<file path="config.mk">
export PLATFORM = sky130hd
export DESIGN_NAME = res_fifo
export DESIGN_NICKNAME = d
export VERILOG_FILES = /design/src/rtl/res_fifo_pkg.sv /design/src/rtl/res_fifo_mem.sv /design/src/rtl/res_fifo_ctrl.sv /design/src/rtl/res_fifo_flags.sv /design/src/rtl/res_fifo.sv
export SDC_FILE = /design/constraint.sdc
export NUM_CORES = 1
export LEC_CHECK = 0
export BUFFER_PORTS_ARGS = -buffer_cell sky130_fd_sc_hd__buf_4
export CAP_MARGIN = 30
export CORE_MARGIN = 4
export CORE_UTILIZATION = 53
export CTS_CLUSTER_SIZE = 12
export DETAILED_ROUTE_END_ITERATION = 6
export HOLD_SLACK_MARGIN = 0.03
export PLACE_DENSITY = 0.77
export SLEW_MARGIN = 20
export SYNTH_ARGS = -nofsm -noshare
export SYNTH_HDL_FRONTEND = slang
export SYNTH_SLANG_ARGS = --single-unit
export TNS_END_PERCENT = 20
</file>
<file path="constraint.sdc">
create_clock -name clk -period 3 [get_ports clk]
set_clock_uncertainty 0.2 [all_clocks]
set_input_delay 0.6 -clock clk [delete_from_list [all_inputs] [get_ports clk]]
set_output_delay 0.6 -clock clk [all_outputs]
set_load 0.02 [all_outputs]
</file>
<file path="src/rtl/res_fifo_pkg.sv">
package res_fifo_pkg;

  // Occupancy after one cycle with the given accepted write/read.
  function automatic int unsigned f_next_count(int unsigned cnt, logic wr, logic rd);
    int unsigned n;
    n = cnt;
    if (wr && !rd) n = cnt + 1;
    else if (rd && !wr) n = cnt - 1;
    return n;
  endfunction

  // Pointer increment with wrap at the last slot.
  function automatic int unsigned f_ptr_inc(int unsigned ptr, int unsigned depth);
    return (ptr == depth - 1) ? 0 : ptr + 1;
  endfunction

  // Threshold comparison: strictly greater.
  function automatic logic f_above(int unsigned cnt, int unsigned thr);
    return cnt > thr;
  endfunction

endpackage

</file>
<file path="src/rtl/res_fifo_mem.sv">
module res_fifo_mem #(
  parameter int DW    = 16,
  parameter int DEPTH = 8,
  localparam int AW   = (DEPTH > 1) ? $clog2(DEPTH) : 1
) (
  input  logic          clk,
  input  logic          rst_n,
  input  logic          wr_en,
  input  logic [AW-1:0] wr_ptr,
  input  logic [DW-1:0] wr_data,
  input  logic          rd_en,
  input  logic [AW-1:0] rd_ptr,
  output logic [DW-1:0] rd_data
);

  logic [DW-1:0]    slot_q [DEPTH];
  logic [DEPTH-1:0] slot_we;

  for (genvar g = 0; g < DEPTH; g++) begin : g_we
    assign slot_we[g] = wr_en && (wr_ptr == AW'(g));
  end

  always_ff @(posedge clk) begin
    for (int i = 0; i < DEPTH; i++) begin
      if (slot_we[i]) slot_q[i] <= wr_data;
    end
  end

  always_ff @(posedge clk) begin
    if (!rst_n)     rd_data <= '0;
    else if (rd_en) rd_data <= slot_q[rd_ptr];
  end

endmodule

</file>
<file path="src/rtl/res_fifo_ctrl.sv">
module res_fifo_ctrl #(
  parameter int DEPTH = 8,
  localparam int AW   = (DEPTH > 1) ? $clog2(DEPTH) : 1,
  localparam int CW   = $clog2(DEPTH + 1)
) (
  input  logic          clk,
  input  logic          rst_n,
  input  logic          push_vld,
  input  logic          pop_req,
  output logic          wr_ev,
  output logic          rd_ev,
  output logic          ovr_ev,
  output logic [AW-1:0] wr_ptr,
  output logic [AW-1:0] rd_ptr,
  output logic [CW-1:0] count
);
  import res_fifo_pkg::*;

  logic at_full, at_empty;

  assign at_full  = (count == CW'(DEPTH));
  assign at_empty = (count == '0);

  // Events brought out as named wires
  assign rd_ev  = pop_req && !at_empty;
  assign wr_ev  = push_vld && (!at_full || pop_req);
  assign ovr_ev = push_vld && at_full && !pop_req;

  always_ff @(posedge clk) begin
    if (!rst_n) begin
      wr_ptr <= '0;
      rd_ptr <= '0;
      count  <= '0;
    end else begin
      if (wr_ev) wr_ptr <= AW'(f_ptr_inc(int'(wr_ptr), DEPTH));
      if (rd_ev) rd_ptr <= AW'(f_ptr_inc(int'(rd_ptr), DEPTH));
      count <= CW'(f_next_count(int'(count), wr_ev, rd_ev));
    end
  end

  a_r1_count_bound: assert property (@(posedge clk) disable iff (!rst_n)
    count <= CW'(DEPTH));

  a_r4_reject_keeps_count: assert property (@(posedge clk) disable iff (!rst_n)
    ovr_ev |=> $stable(count) && $stable(wr_ptr));

  a_r6_full_transfer: assert property (@(posedge clk) disable iff (!rst_n)
    (push_vld && pop_req && at_full) |=> (count == CW'(DEPTH)));

  a_r7_empty_pop_ignored: assert property (@(posedge clk) disable iff (!rst_n)
    (pop_req && at_empty && !push_vld) |=> (count == '0) && $stable(rd_ptr));

endmodule

</file>
<file path="src/rtl/res_fifo_flags.sv">
module res_fifo_flags #(
  parameter int DEPTH    = 8,
  parameter int THR_INIT = 4,
  localparam int CW      = $clog2(DEPTH + 1)
) (
  input  logic          clk,
  input  logic          rst_n,
  input  logic [CW-1:0] count,
  input  logic          ovr_ev,
  input  logic          thr_we,
  input  logic [CW-1:0] thr_wdata,
  input  logic          ovr_clr_we,
  input  logic          ovr_clr_data,
  input  logic          dma_en,
  output logic          full,
  output logic          empty,
  output logic          thr_over,
  output logic          overrun,
  output logic          irq,
  output logic          dma_req
);
  import res_fifo_pkg::*;

  logic [CW-1:0] thr_q;
  logic          clr_hit;

  assign clr_hit = ovr_clr_we && ovr_clr_data;

  always_ff @(posedge clk) begin
    if (!rst_n)      thr_q <= CW'(THR_INIT);
    else if (thr_we) thr_q <= thr_wdata;
  end

  // A new overrun wins over a clear in the same cycle.
  always_ff @(posedge clk) begin
    if (!rst_n)       overrun <= 1'b0;
    else if (ovr_ev)  overrun <= 1'b1;
    else if (clr_hit) overrun <= 1'b0;
  end

  assign full     = (count == CW'(DEPTH));
  assign empty    = (count == '0);
  assign thr_over = f_above(int'(count), int'(thr_q));
  assign irq      = full | empty | thr_over | overrun;
  assign dma_req  = dma_en ? thr_over : irq;

  a_r4_overrun_sets: assert property (@(posedge clk) disable iff (!rst_n)
    ovr_ev |=> overrun);

  a_r5_clear_works: assert property (@(posedge clk) disable iff (!rst_n)
    (clr_hit && !ovr_ev) |=> !overrun);

  a_r5_sticky: assert property (@(posedge clk) disable iff (!rst_n)
    (overrun && !clr_hit) |=> overrun);

  a_r1_full_not_empty: assert property (@(posedge clk) disable iff (!rst_n)
    !(full && empty));

endmodule

</file>
<file path="src/rtl/res_fifo.sv">
module res_fifo #(
  parameter int DW       = 16,
  parameter int DEPTH    = 8,
  parameter int THR_INIT = 4,
  localparam int AW      = (DEPTH > 1) ? $clog2(DEPTH) : 1,
  localparam int CW      = $clog2(DEPTH + 1)
) (
  input  logic          clk,
  input  logic          rst_n,
  input  logic          push_vld,
  input  logic [DW-1:0] push_data,
  input  logic          pop_req,
  output logic [DW-1:0] pop_data,
  input  logic          thr_we,
  input  logic [CW-1:0] thr_wdata,
  input  logic          ovr_clr_we,
  input  logic          ovr_clr_data,
  input  logic          dma_en,
  output logic          full,
  output logic          empty,
  output logic          thr_over,
  output logic          overrun,
  output logic          irq,
  output logic          dma_req
);

  logic          wr_ev, rd_ev, ovr_ev;
  logic [AW-1:0] wr_ptr, rd_ptr;
  logic [CW-1:0] count;

  res_fifo_ctrl #(.DEPTH(DEPTH)) u_ctrl (
    .clk(clk), .rst_n(rst_n), .push_vld(push_vld), .pop_req(pop_req),
    .wr_ev(wr_ev), .rd_ev(rd_ev), .ovr_ev(ovr_ev),
    .wr_ptr(wr_ptr), .rd_ptr(rd_ptr), .count(count)
  );

  res_fifo_mem #(.DW(DW), .DEPTH(DEPTH)) u_mem (
    .clk(clk), .rst_n(rst_n), .wr_en(wr_ev), .wr_ptr(wr_ptr),
    .wr_data(push_data), .rd_en(rd_ev), .rd_ptr(rd_ptr), .rd_data(pop_data)
  );

  res_fifo_flags #(.DEPTH(DEPTH), .THR_INIT(THR_INIT)) u_flags (
    .clk(clk), .rst_n(rst_n), .count(count), .ovr_ev(ovr_ev),
    .thr_we(thr_we), .thr_wdata(thr_wdata),
    .ovr_clr_we(ovr_clr_we), .ovr_clr_data(ovr_clr_data), .dma_en(dma_en),
    .full(full), .empty(empty), .thr_over(thr_over), .overrun(overrun),
    .irq(irq), .dma_req(dma_req)
  );

  a_r8_pop_data_holds: assert property (@(posedge clk) disable iff (!rst_n)
    !rd_ev |=> $stable(pop_data));

endmodule

</file>
## Word level (Yosys, flattened, before mapping)

Memory sizes are Yosys's and may differ from the RTL's. A register that Yosys moved wholly into a read port is not among the register bits.
Cells that the tools add are included.
W data, S select, Z words.

| storage, ports and cells | value |
|---|---|
| memories | 1 |
| word-level logic and storage cells | 100 |
| output and inout bits | 22 |
| flip-flop bits (word level) | 15 |
| bits of input ports | 28 |
| bits in writable memories | 128 |

Memories:

| name | depth | bits a word | rd ports | clocked after Yosys merged registers in | wr ports | RTL line | text |
|---|---|---|---|---|---|---|---|
| u_mem.slot_q | 8 | 16 | 1 | 1 | 1 | res_fifo_mem.sv:16 | `logic [DW-1:0] slot_q [DEPTH];` |

| operators by class | value |
|---|---|
| reduce and logical (&&, ||, !) cells | 33 |
| eq/ne operators | 9 |
| $add $sub $neg | 4 |
| mux-type cells | 44 |
| bitwise operators | 3 |
| $lt $le $gt $ge | 1 |

Operators by type and width:

| kind | number |
|---|---|
| $mux W16 | 7 |
| $reduce_or A16 Y1 | 7 |
| $mux W3 | 9 |
| $mux W1 | 26 |
| $eq A3 B3 Y1 const B | 5 |
| $logic_and A1 B1 Y1 | 15 |
| $mux W4 | 2 |
| $add A3 B1 Y3 const B | 2 |
| $eq A3 B2 Y1 const B | 2 |
| $logic_not A1 Y1 | 6 |
| $add A4 B1 Y4 const B | 1 |
| $eq A4 B4 Y1 const B | 1 |
| $gt A4 B4 Y1 | 1 |
| $logic_not A4 Y1 | 1 |
| $reduce_bool A2 Y1 | 2 |
| $sub A4 B1 Y4 const B | 1 |
| $eq A3 B1 Y1 const B | 1 |
| $logic_not A3 Y1 | 1 |
| $or A1 B1 Y1 | 3 |
| $logic_or A1 B1 Y1 | 1 |

## Depth between registers and ports, before layout

Gate-level depths: netlist of run 1.

| depth | value |
|---|---|
| depth in word-level cells | 15 |
| gate-level depth with buffers | 12 |
| mapped depth without buffers | 10 |

## Hierarchy

From an unflattened synthesis of run 1, not the netlist that was laid out.

| unflattened totals | value |
|---|---|
| cells, all modules | 402 |
| area total of the unflattened synthesis | 6399.9 µm² |

Modules (own cells, without submodules):

| module | times used | area an instance (µm²) | seq. area each (µm²) | cells each |
|---|---|---|---|---|
| res_fifo_mem | 1 | 5491.5 | 4164.0 | 306 |
| res_fifo_ctrl | 1 | 589.3 | 200.2 | 59 |
| res_fifo_flags | 1 | 319.1 | 100.1 | 37 |

## Worst setup path before layout of run 1

OpenSTA, ideal clock, no wires.

| timing | value |
|---|---|
| path type | flip-flop to flip-flop |
| from | reg u_ctrl.count[0] |
| to | reg u_ctrl.count[3] |
| path buffers | 2 |
| data required time | 2.728 ns |
| arrival | 2.495 ns |
| path slack | 0.233 ns |
| library setup time | 0.072 ns |
| cell stages (with the launch flop) | 13 |
| clock period less this slack | 2.767 ns |
| path through | dfxtp_1 > buf_6 > or4b_4 > o21ai_4 > inv_2 > buf_6 > ha_1 > inv_1 > ha_1 > a21oi_1 > a211oi_1 > a31oi_1 > mux2i_1 |

| on the way | value |
|---|---|
| word-level cells in the longest chain between the ends | 7 |
| elaborated cells between the ends (all ways) | 16 |
| those cells by class | add/sub (2); eq/ne (1); mux (2); reduce/logical (11) |

RTL lines:

| item | RTL line | text |
|---|---|---|
| start, declared | res_fifo_ctrl.sv:15 | `output logic [CW-1:0] count` |
| start signal, assigned | res_fifo_ctrl.sv:37 | `count <= CW'(f_next_count(int'(count), wr_ev, rd_ev));` |
| $eq A4 B4 Y1 * | res_fifo_ctrl.sv:21 | `assign at_full = (count == CW'(DEPTH));` |
| $logic_not A1 Y1 * | res_fifo_ctrl.sv:26 | `assign wr_ev = push_vld && (!at_full \|\| pop_req);` |
| $logic_or A1 B1 Y1 * | res_fifo_ctrl.sv:26 |  |
| $logic_and A1 B1 Y1 * | res_fifo_ctrl.sv:26 |  |
| via u_ctrl.wr_ev | res_fifo_ctrl.sv:10 | `output logic wr_ev,` |
| $logic_not A1 Y1 | res_fifo_pkg.sv:8 | `else if (rd && !wr) n = cnt - 1;` |
| $logic_and A1 B1 Y1 | res_fifo_pkg.sv:8 |  |
| $reduce_bool A2 Y1 (no source line) | n/a |  |

Mark *: on every way through the listed nets, which the timed path passes. The rest lies on a longest branch. The select of a mux whose other input is x is not followed.
A chain may end at the register's enable or synchronous reset.

## Worst setup path after layout of run 1

| timing | value |
|---|---|
| from | reg u_ctrl.count[0] |
| to | reg u_ctrl.count[3] |

| on the way | value |
|---|---|
| word-level cells in the longest chain between the ends | 7 |
| elaborated cells between the ends (all ways) | 16 |
| those cells by class | add/sub (2); eq/ne (1); mux (2); reduce/logical (11) |

RTL lines:

| item |
|---|
| branches (longest 7 deep; another with $sub A4 B1 Y4) |

Parallel ways; which one is timed is not known. The select of a mux whose other input is x is not followed.

==> results.sh, run 1 <==
export IMPL_grt_pass1_wl_um=18900
export IMPL_hold_buffers=0
export IMPL_first_pass_iters=4
export IMPL_p_leak_nw=2.65
export IMPL_cts_tree="built"
export IMPL_antenna_found_initial=0
export IMPL_hold_path_cell_count=3
export IMPL_cp_depth=10
export IMPL_worstMarginPinSlew_ns=0.979
export IMPL_syn_nets=400
export IMPL_ys_seq_area_frac=0.717
export IMPL_placedCellCount=535
export IMPL_portBuffers=49
export IMPL_fillerInstances=743
export IMPL_status="finished clean"
export IMPL_ys_warn_count=0
export IMPL_hpwl_um=6960
export IMPL_fin_crit_ns=2.88
export IMPL_grtUsageTotal=0.194
export IMPL_grt_max_degree=33
export IMPL_drt_wirelength_per_cell_um=21.6
export IMPL_cts_made_buffers=17
export IMPL_cts_sink_count=159
export IMPL_synth_cells=356
export IMPL_critPathMaxFanout=11
export IMPL_setup_viol=0
export IMPL_regArea_um2=4470
export IMPL_rrSetupSlack_ns=0.12
export IMPL_fin_crit_sh=0.960
export IMPL_grt_pass1_vias=3478
export IMPL_min_path_type="in2reg"
export IMPL_io_pins=50
export IMPL_vdd_drop_max_mv=0.560
export IMPL_crit_chain="or4b_4, o21ai_4, inv_2, ha_1, inv_1, ha_1, a21oi_2, a211oi_1, a31oi_1, mux2i_1"
export IMPL_core_um2=11500
export IMPL_die_w_um=116
export IMPL_critPathRequiredTime_ns=3.13
export IMPL_worstSetupPathType="reg2reg"
export IMPL_synth_area_um2=6220
export IMPL_slew_viol_final=0
export IMPL_ys_seq_elements=159
export IMPL_rows=39
export IMPL_drt_iter0_markers=269
export IMPL_critical_path_buf_inv_count=2
export IMPL_fin_setup_tns_ns=0
export IMPL_cp_slowest_stage_delay_ns=0.59
export IMPL_ant_nets=0
export IMPL_ff2ff_path_depth=10
export IMPL_pwr_density_cell_nw_per_um2=854
export IMPL_syn_avg_cell_area_um2=17.5
export IMPL_stdcell_count=574
export IMPL_die_y_um=116
export IMPL_cp_arrival_ns=3.01
export IMPL_fmax_mhz=347
export IMPL_cts_htree_levels=4
export IMPL_clk_pin_slew_ns=0.06
export IMPL_post_dp_cell_area_um2=6740
export IMPL_vias=3358
export IMPL_multi_input_comb_area_um2=1620
export IMPL_critPathLaunchType="register"
export IMPL_nNetsFinal=462
export IMPL_cp_top_family="compound AO/OA/AOI/OAI gates"
export IMPL_cts_buffer_depth=2
export IMPL_clockRootBuffer="clkbuf_16"
export IMPL_via_per_inst=5.85
export IMPL_final_hold_viol_count=0
export IMPL_wirelength_um=12400
export IMPL_gr_total_overflow=0
export IMPL_layout_drive_gt1_share=0.299
export IMPL_start_util=0.543
export IMPL_diodes=0
export IMPL_drcViolationCount=0
export IMPL_drv_cap=0
export IMPL_area_growth_pct=19.9
export IMPL_cp_common_cell="ha_1"
export IMPL_slowest_stage="or4b_4"
export IMPL_yosysUniqueCellTypes=37
export IMPL_final_area_um2=7460
export IMPL_clk_latency_ns=0.40
export IMPL_maxSlewHeadroom=0.347
export IMPL_gp_congestion=0.711
export IMPL_final_util=0.651
export IMPL_end_kind="register"
export IMPL_dieArea_um2=13500
## metal layers
| layer | vias up | GRT usage | part of all wire |
|---|---|---|---|
| met2 | 113 | 0.322 | 0.53 |
| met5 | - | 0 | 0 |
| met4 | 0 | 0.0766 | 0.0062 |
| met3 | 6 | 0.0430 | 0.065 |
| met1 | 1729 | 0.253 | 0.40 |
| li1 | 1510 | - | - |
## worst register-to-register path, cell delays in order (launching register included)
cell and delay (ns):
dfxtp_2 0.38, or4b_4 0.59, o21ai_4 0.23, inv_2 0.12, ha_1 0.21, inv_1 0.13
ha_1 0.29, a21oi_2 0.17, a211oi_1 0.10, a31oi_1 0.21, mux2i_1 0.20
## layout make-up
class                      instances  share of cell area
multi-input combinational        167               0.218
tap                              143              0.0240
inverter                          12             0.00604
clock inverter                     4              0.0131
timing repair buffer              61              0.0686
clock buffer                      28              0.0719
sequential                       159               0.599
## worst paths after layout
| check | to | startpoint |
|---|---|---|
| max reg2reg | u_ctrl.count[3]$_SDFFE_PN0P_ | u_ctrl.count[0]$_SDFFE_PN0P_ |
| max | u_ctrl.count[3]$_SDFFE_PN0P_ | u_ctrl.count[0]$_SDFFE_PN0P_ |
| min reg2reg | u_flags.thr_q[2]$_SDFFE_PN1P_ | u_flags.thr_q[2]$_SDFFE_PN1P_ |
| min | u_flags.thr_q[2]$_SDFFE_PN1P_ | thr_wdata[2] |
## Yosys cell counts
library cell	instances	area, µm²
and2_1	4	25.0
nor2_1	20	75.1
a211oi_1	1	7.51
dfxtp_1	31	621
or4b_4	1	13.8
a22oi_1	1	7.51
nor4_1	1	6.26
a21oi_1	5	25.0
a31oi_1	1	6.26
buf_2	6	30.0
o211ai_1	1	7.51
buf_6	2	22.5
and3_1	7	43.8
mux2i_1	6	60.1
nor2b_1	6	37.5
o21ai_0	18	90.1
xnor2_1	2	17.5
a21boi_0	4	30.0
buf_4	1	7.51
or3_1	1	6.26
nand2_1	14	52.6
nand3b_1	2	15.0
fa_1	1	20.0
edfxtp_1	128	3840
nor3_1	2	10.0
nand3_1	1	5.00
o41a_1	1	11.3
nand2b_1	1	6.26
mux4_2	32	721
clkbuf_1	9	33.8
o22ai_1	16	100
o21a_1	1	7.51
nand2b_2	1	8.76
inv_2	1	3.75
o21ai_4	1	16.3
inv_1	11	41.3
ha_1	15	188
## registers in the layout, summed over array words and instances (netlist names)
name and count:
u_ctrl.count 4, u_ctrl.rd_ptr 3, u_ctrl.wr_ptr 3, u_flags.overrun 1, u_flags.thr_q 4, u_mem.rd_data 16
u_mem.slot_q 128
## repair_timing
| item | CTS | global route |
|---|---|---|
| buffers inserted | 0 | 1 |
| endpoints found under the hold margin | 0 | 0 |
| setup endpoints to repair | 0 | 1 |
| gates resized for setup | 0 | 3 |
## through the flow
step           setup slack, ns  total power [mW]  hold slack (ns)
2_1_floorplan            0.233              3.68            0.259
3_5_place_dp             0.101              4.16            0.292
5_1_grt                -0.0120              6.67            0.213
4_1_cts                 0.0841              6.39            0.204
6_report                 0.119              6.37            0.219
3_3_place_gp             0.250              4.11            0.293
## report_power, final
part           internal (mW)  switching, mW
registers               2.59          0.165
logic                  0.669          0.718
clock network           1.47          0.765
## cell families after synthesis
group | Yosys count | share of synthesized area
buffers and inverters | 30 | 0.0223
AO/OA/AOI/OAI | 50 | 0.0497
multiplexers | 38 | 0.125
adder cells (fa/ha/maj) | 16 | 0.0334
XOR/XNOR | 2 | 0.00282
AND/OR/NAND/NOR | 61 | 0.0491
flip-flops | 159 | 0.717
## cell usage in the layout, fill, tap and decap left out, drive strengths merged, types with 3 or more instances in the layout
master	count
and2	4
mux2i	6
nor2b	6
nand2	14
edfxtp	128
a21oi	5
inv	12
buf	61
o22ai	16
mux4	32
a21boi	4
and3	7
ha	15
o21ai	19
nor2	20
bufinv	3
dfxtp	31
clkbuf	28
No activity file was read; power rests on OpenSTA's default activity.
==> run 2, diff against run 1 <==
- ABC_AREA: unset -> 1
- CORE_UTILIZATION: 53 -> 54
==> results.sh, run 2 <==
export IMPL_ys_flop_type="edfxtp_1"
export IMPL_syn_nets=744
export IMPL_yosys_cell_count_top_type="nand2_1"
export IMPL_final_common_cell="nand2_1"
export IMPL_cts_buffer_depth=2
export IMPL_synth_edf_count=128
export IMPL_start_util=0.549
export IMPL_critPathMaxFanout=7
export IMPL_fin_crit_sh=0.916
export IMPL_fin_setup_tns_ns=0
export IMPL_syn_avg_cell_area_um2=9.90
export IMPL_async_reset_ff_frac=0
export IMPL_gp_congestion=0.851
export IMPL_via_per_inst=5.29
export IMPL_io_pins=50
export IMPL_cp_slowest_stage_delay_ns=0.51
export IMPL_wirelength_um=15500
export IMPL_die_w_um=121
export IMPL_first_pass_iters=5
export IMPL_worstSetupPathType="reg2out"
export IMPL_diodes=0
export IMPL_yosys_area_top_type="edfxtp_1"
export IMPL_synth_top_area_frac=0.554
export IMPL_hold_buffers=0
export IMPL_critPathRequiredTime_ns=2.20
export IMPL_grt_max_degree=67
export IMPL_post_cts_setup_buffers=0
export IMPL_synth_commonest_cells="198 x nand2_1, 128 x edfxtp_1, 121 x inv_1, 102 x nand3_1, 31 x dfxtp_1"
export IMPL_vias=4981
export IMPL_post_dp_cell_area_um2=7520
export IMPL_worstMarginPinSlew_ns=0.790
export IMPL_p_leak_nw=3.53
export IMPL_slowest_stage="dfxtp_1"
export IMPL_die_y_um=121
export IMPL_grt_pass1_wl_um=24100
export IMPL_area_growth_pct=16.5
export IMPL_layout_drive_gt1_share=0.142
export IMPL_core_um2=12600
export IMPL_nNetsFinal=800
export IMPL_vdd_drop_max_mv=0.459
export IMPL_final_hold_viol_count=0
export IMPL_critPathLaunchType="register"
export IMPL_synth_area_um2=6930
export IMPL_maxSlewHeadroom=0.473
export IMPL_cts_sink_count=159
export IMPL_yosysUniqueCellTypes=25
export IMPL_min_path_type="in2reg"
export IMPL_portBuffers=49
export IMPL_gr_total_overflow=0
export IMPL_synth_cells=700
export IMPL_dieArea_um2=14700
export IMPL_top_regs="u_mem.slot_q x128, u_mem.rd_data x16"
export IMPL_cp_arrival_ns=1.95
export IMPL_clk_latency_ns=0.42
export IMPL_cts_made_buffers=17
export IMPL_final_util=0.640
export IMPL_end_kind="output port"
export IMPL_ys_seq_elements=159
export IMPL_grtUsageTotal=0.218
export IMPL_hpwl_um=9150
export IMPL_cts_htree_levels=4
export IMPL_final_area_um2=8070
export IMPL_whs_ns=0.206
export IMPL_drt_iter0_markers=396
export IMPL_ys_warn_count=0
export IMPL_drcViolationCount=0
export IMPL_setup_viol=0
export IMPL_clockRootBuffer="clkbuf_16"
export IMPL_pwr_density_cell_nw_per_um2=809
export IMPL_ant_nets=0
export IMPL_rows=41
export IMPL_fin_crit_ns=2.75
export IMPL_rsz0062_at_grt="no"
export IMPL_post_cts_resized=0
export IMPL_largest_register="u_mem.slot_q"
export IMPL_drv_cap=0
export IMPL_ys_seq_area_frac=0.644
export IMPL_crit_chain="ha_1, inv_1, nor2_1, o21ai_0, nand2_1, nand2_1, o21ai_0, buf_4"
export IMPL_final_cell_mix="198 x nand2_1, 128 x edfxtp_1, 121 x inv_1, 102 x nand3_1, 66 x buf_4"
export IMPL_fmax_mhz=364
export IMPL_grt_pass1_vias=4824
export IMPL_cts_tree="built"
export IMPL_largest_register_ffs=128
export IMPL_slew_viol_final=0
export IMPL_fillerInstances=1021
export IMPL_status="finished clean"
export IMPL_drt_wirelength_per_cell_um=16.4
export IMPL_synth_area_leaders="edfxtp_1 55%, nand2_1 11%, dfxtp_1 9.0%"
export IMPL_clk_pin_slew_ns=0.06
export IMPL_antenna_found_initial=0
run 2: changes by cell type after synthesis, moves of 6 or more:
cell and change:
a21oi_1 +22, o21ai_0 -6, inv_1 +110, mux4_2 -32
buf_2 +11, nand3_1 +101, and3_1 -7, mux2i_1 -6
nor2b_1 -6, nand2_1 +184, o22ai_1 -16
run 2: final timing paths:
check / start / endpoint / slack [ns] / cells after the start
worst min-delay path: push_data[6] / u_mem.slot_q[2][6]$_DFFE_PP_ / 0.21 / 1
worst min register to register: u_mem.rd_data[11]$_SDFFE_PN0P_ / u_mem.rd_data[11]$_SDFFE_PN0P_ / 0.26 / 2
worst max register to register: u_ctrl.count[1]$_SDFFE_PN0P_ / u_ctrl.count[3]$_SDFFE_PN0P_ / 0.30 / 13
worst max-delay path: u_ctrl.count[1]$_SDFFE_PN0P_ / dma_req / 0.25 / 8
run 2: area by class of cell:
type,count,area (µm²),area share
flip-flops and latches,159,4470,0.553
multi-input cells,386,1850,0.230
repair buffers,67,515,0.0638
inverters,125,469,0.0581
clock buffers,18,429,0.0532
well taps,172,215,0.0267
clock inverters,14,125,0.0155
run 2: worst max-delay path, delay by kind of cell, from the launching register on:
kind                       cells  cell delay [ns]
DFF                            1             0.51
adders and majority gates      1             0.31
AOI/OAI and AO/OA              2             0.27
buffers and inverters          2             0.23
and+or+nand+nor                3             0.21
run 2: logic make-up after synthesis:
kind of cell,Yosys count,share of synthesized area
compound gates,40,0.0312
buf+inv,155,0.0929
fa+ha+maj,16,0.0300
xor+xnor,1,0.00126
flops,159,0.644
simple gates,329,0.201
run 2: power breakdown:
group | leakage [nW] | internal (mW) | total, mW | switching, mW
sequential | 1.42 | 2.58 | 2.71 | 0.132
combinational | 1.85 | 0.627 | 1.81 | 1.19
clock | 0.261 | 1.20 | 2.01 | 0.808
run 2: metrics by stage:
stage | instances | setup slack, ns | total power, mW
after floorplan | 700 | 0.374 | 3.96
after global placement | 908 | 0.314 | 4.43
after detailed placement | 909 | 0.163 | 4.55
after CTS | 941 | 0.243 | 6.55
after global routing | 941 | 0.103 | 6.88
final | 941 | 0.253 | 6.54
run 2: routing by layer:
layer	global-route usage	vias to the layer above	wire length, µm
met3	0.0499	38	1050
met5	0	-	0
met4	0.0847	0	343
met2	0.364	219	7830
met1	0.276	2351	6240
li1	-	2373	-
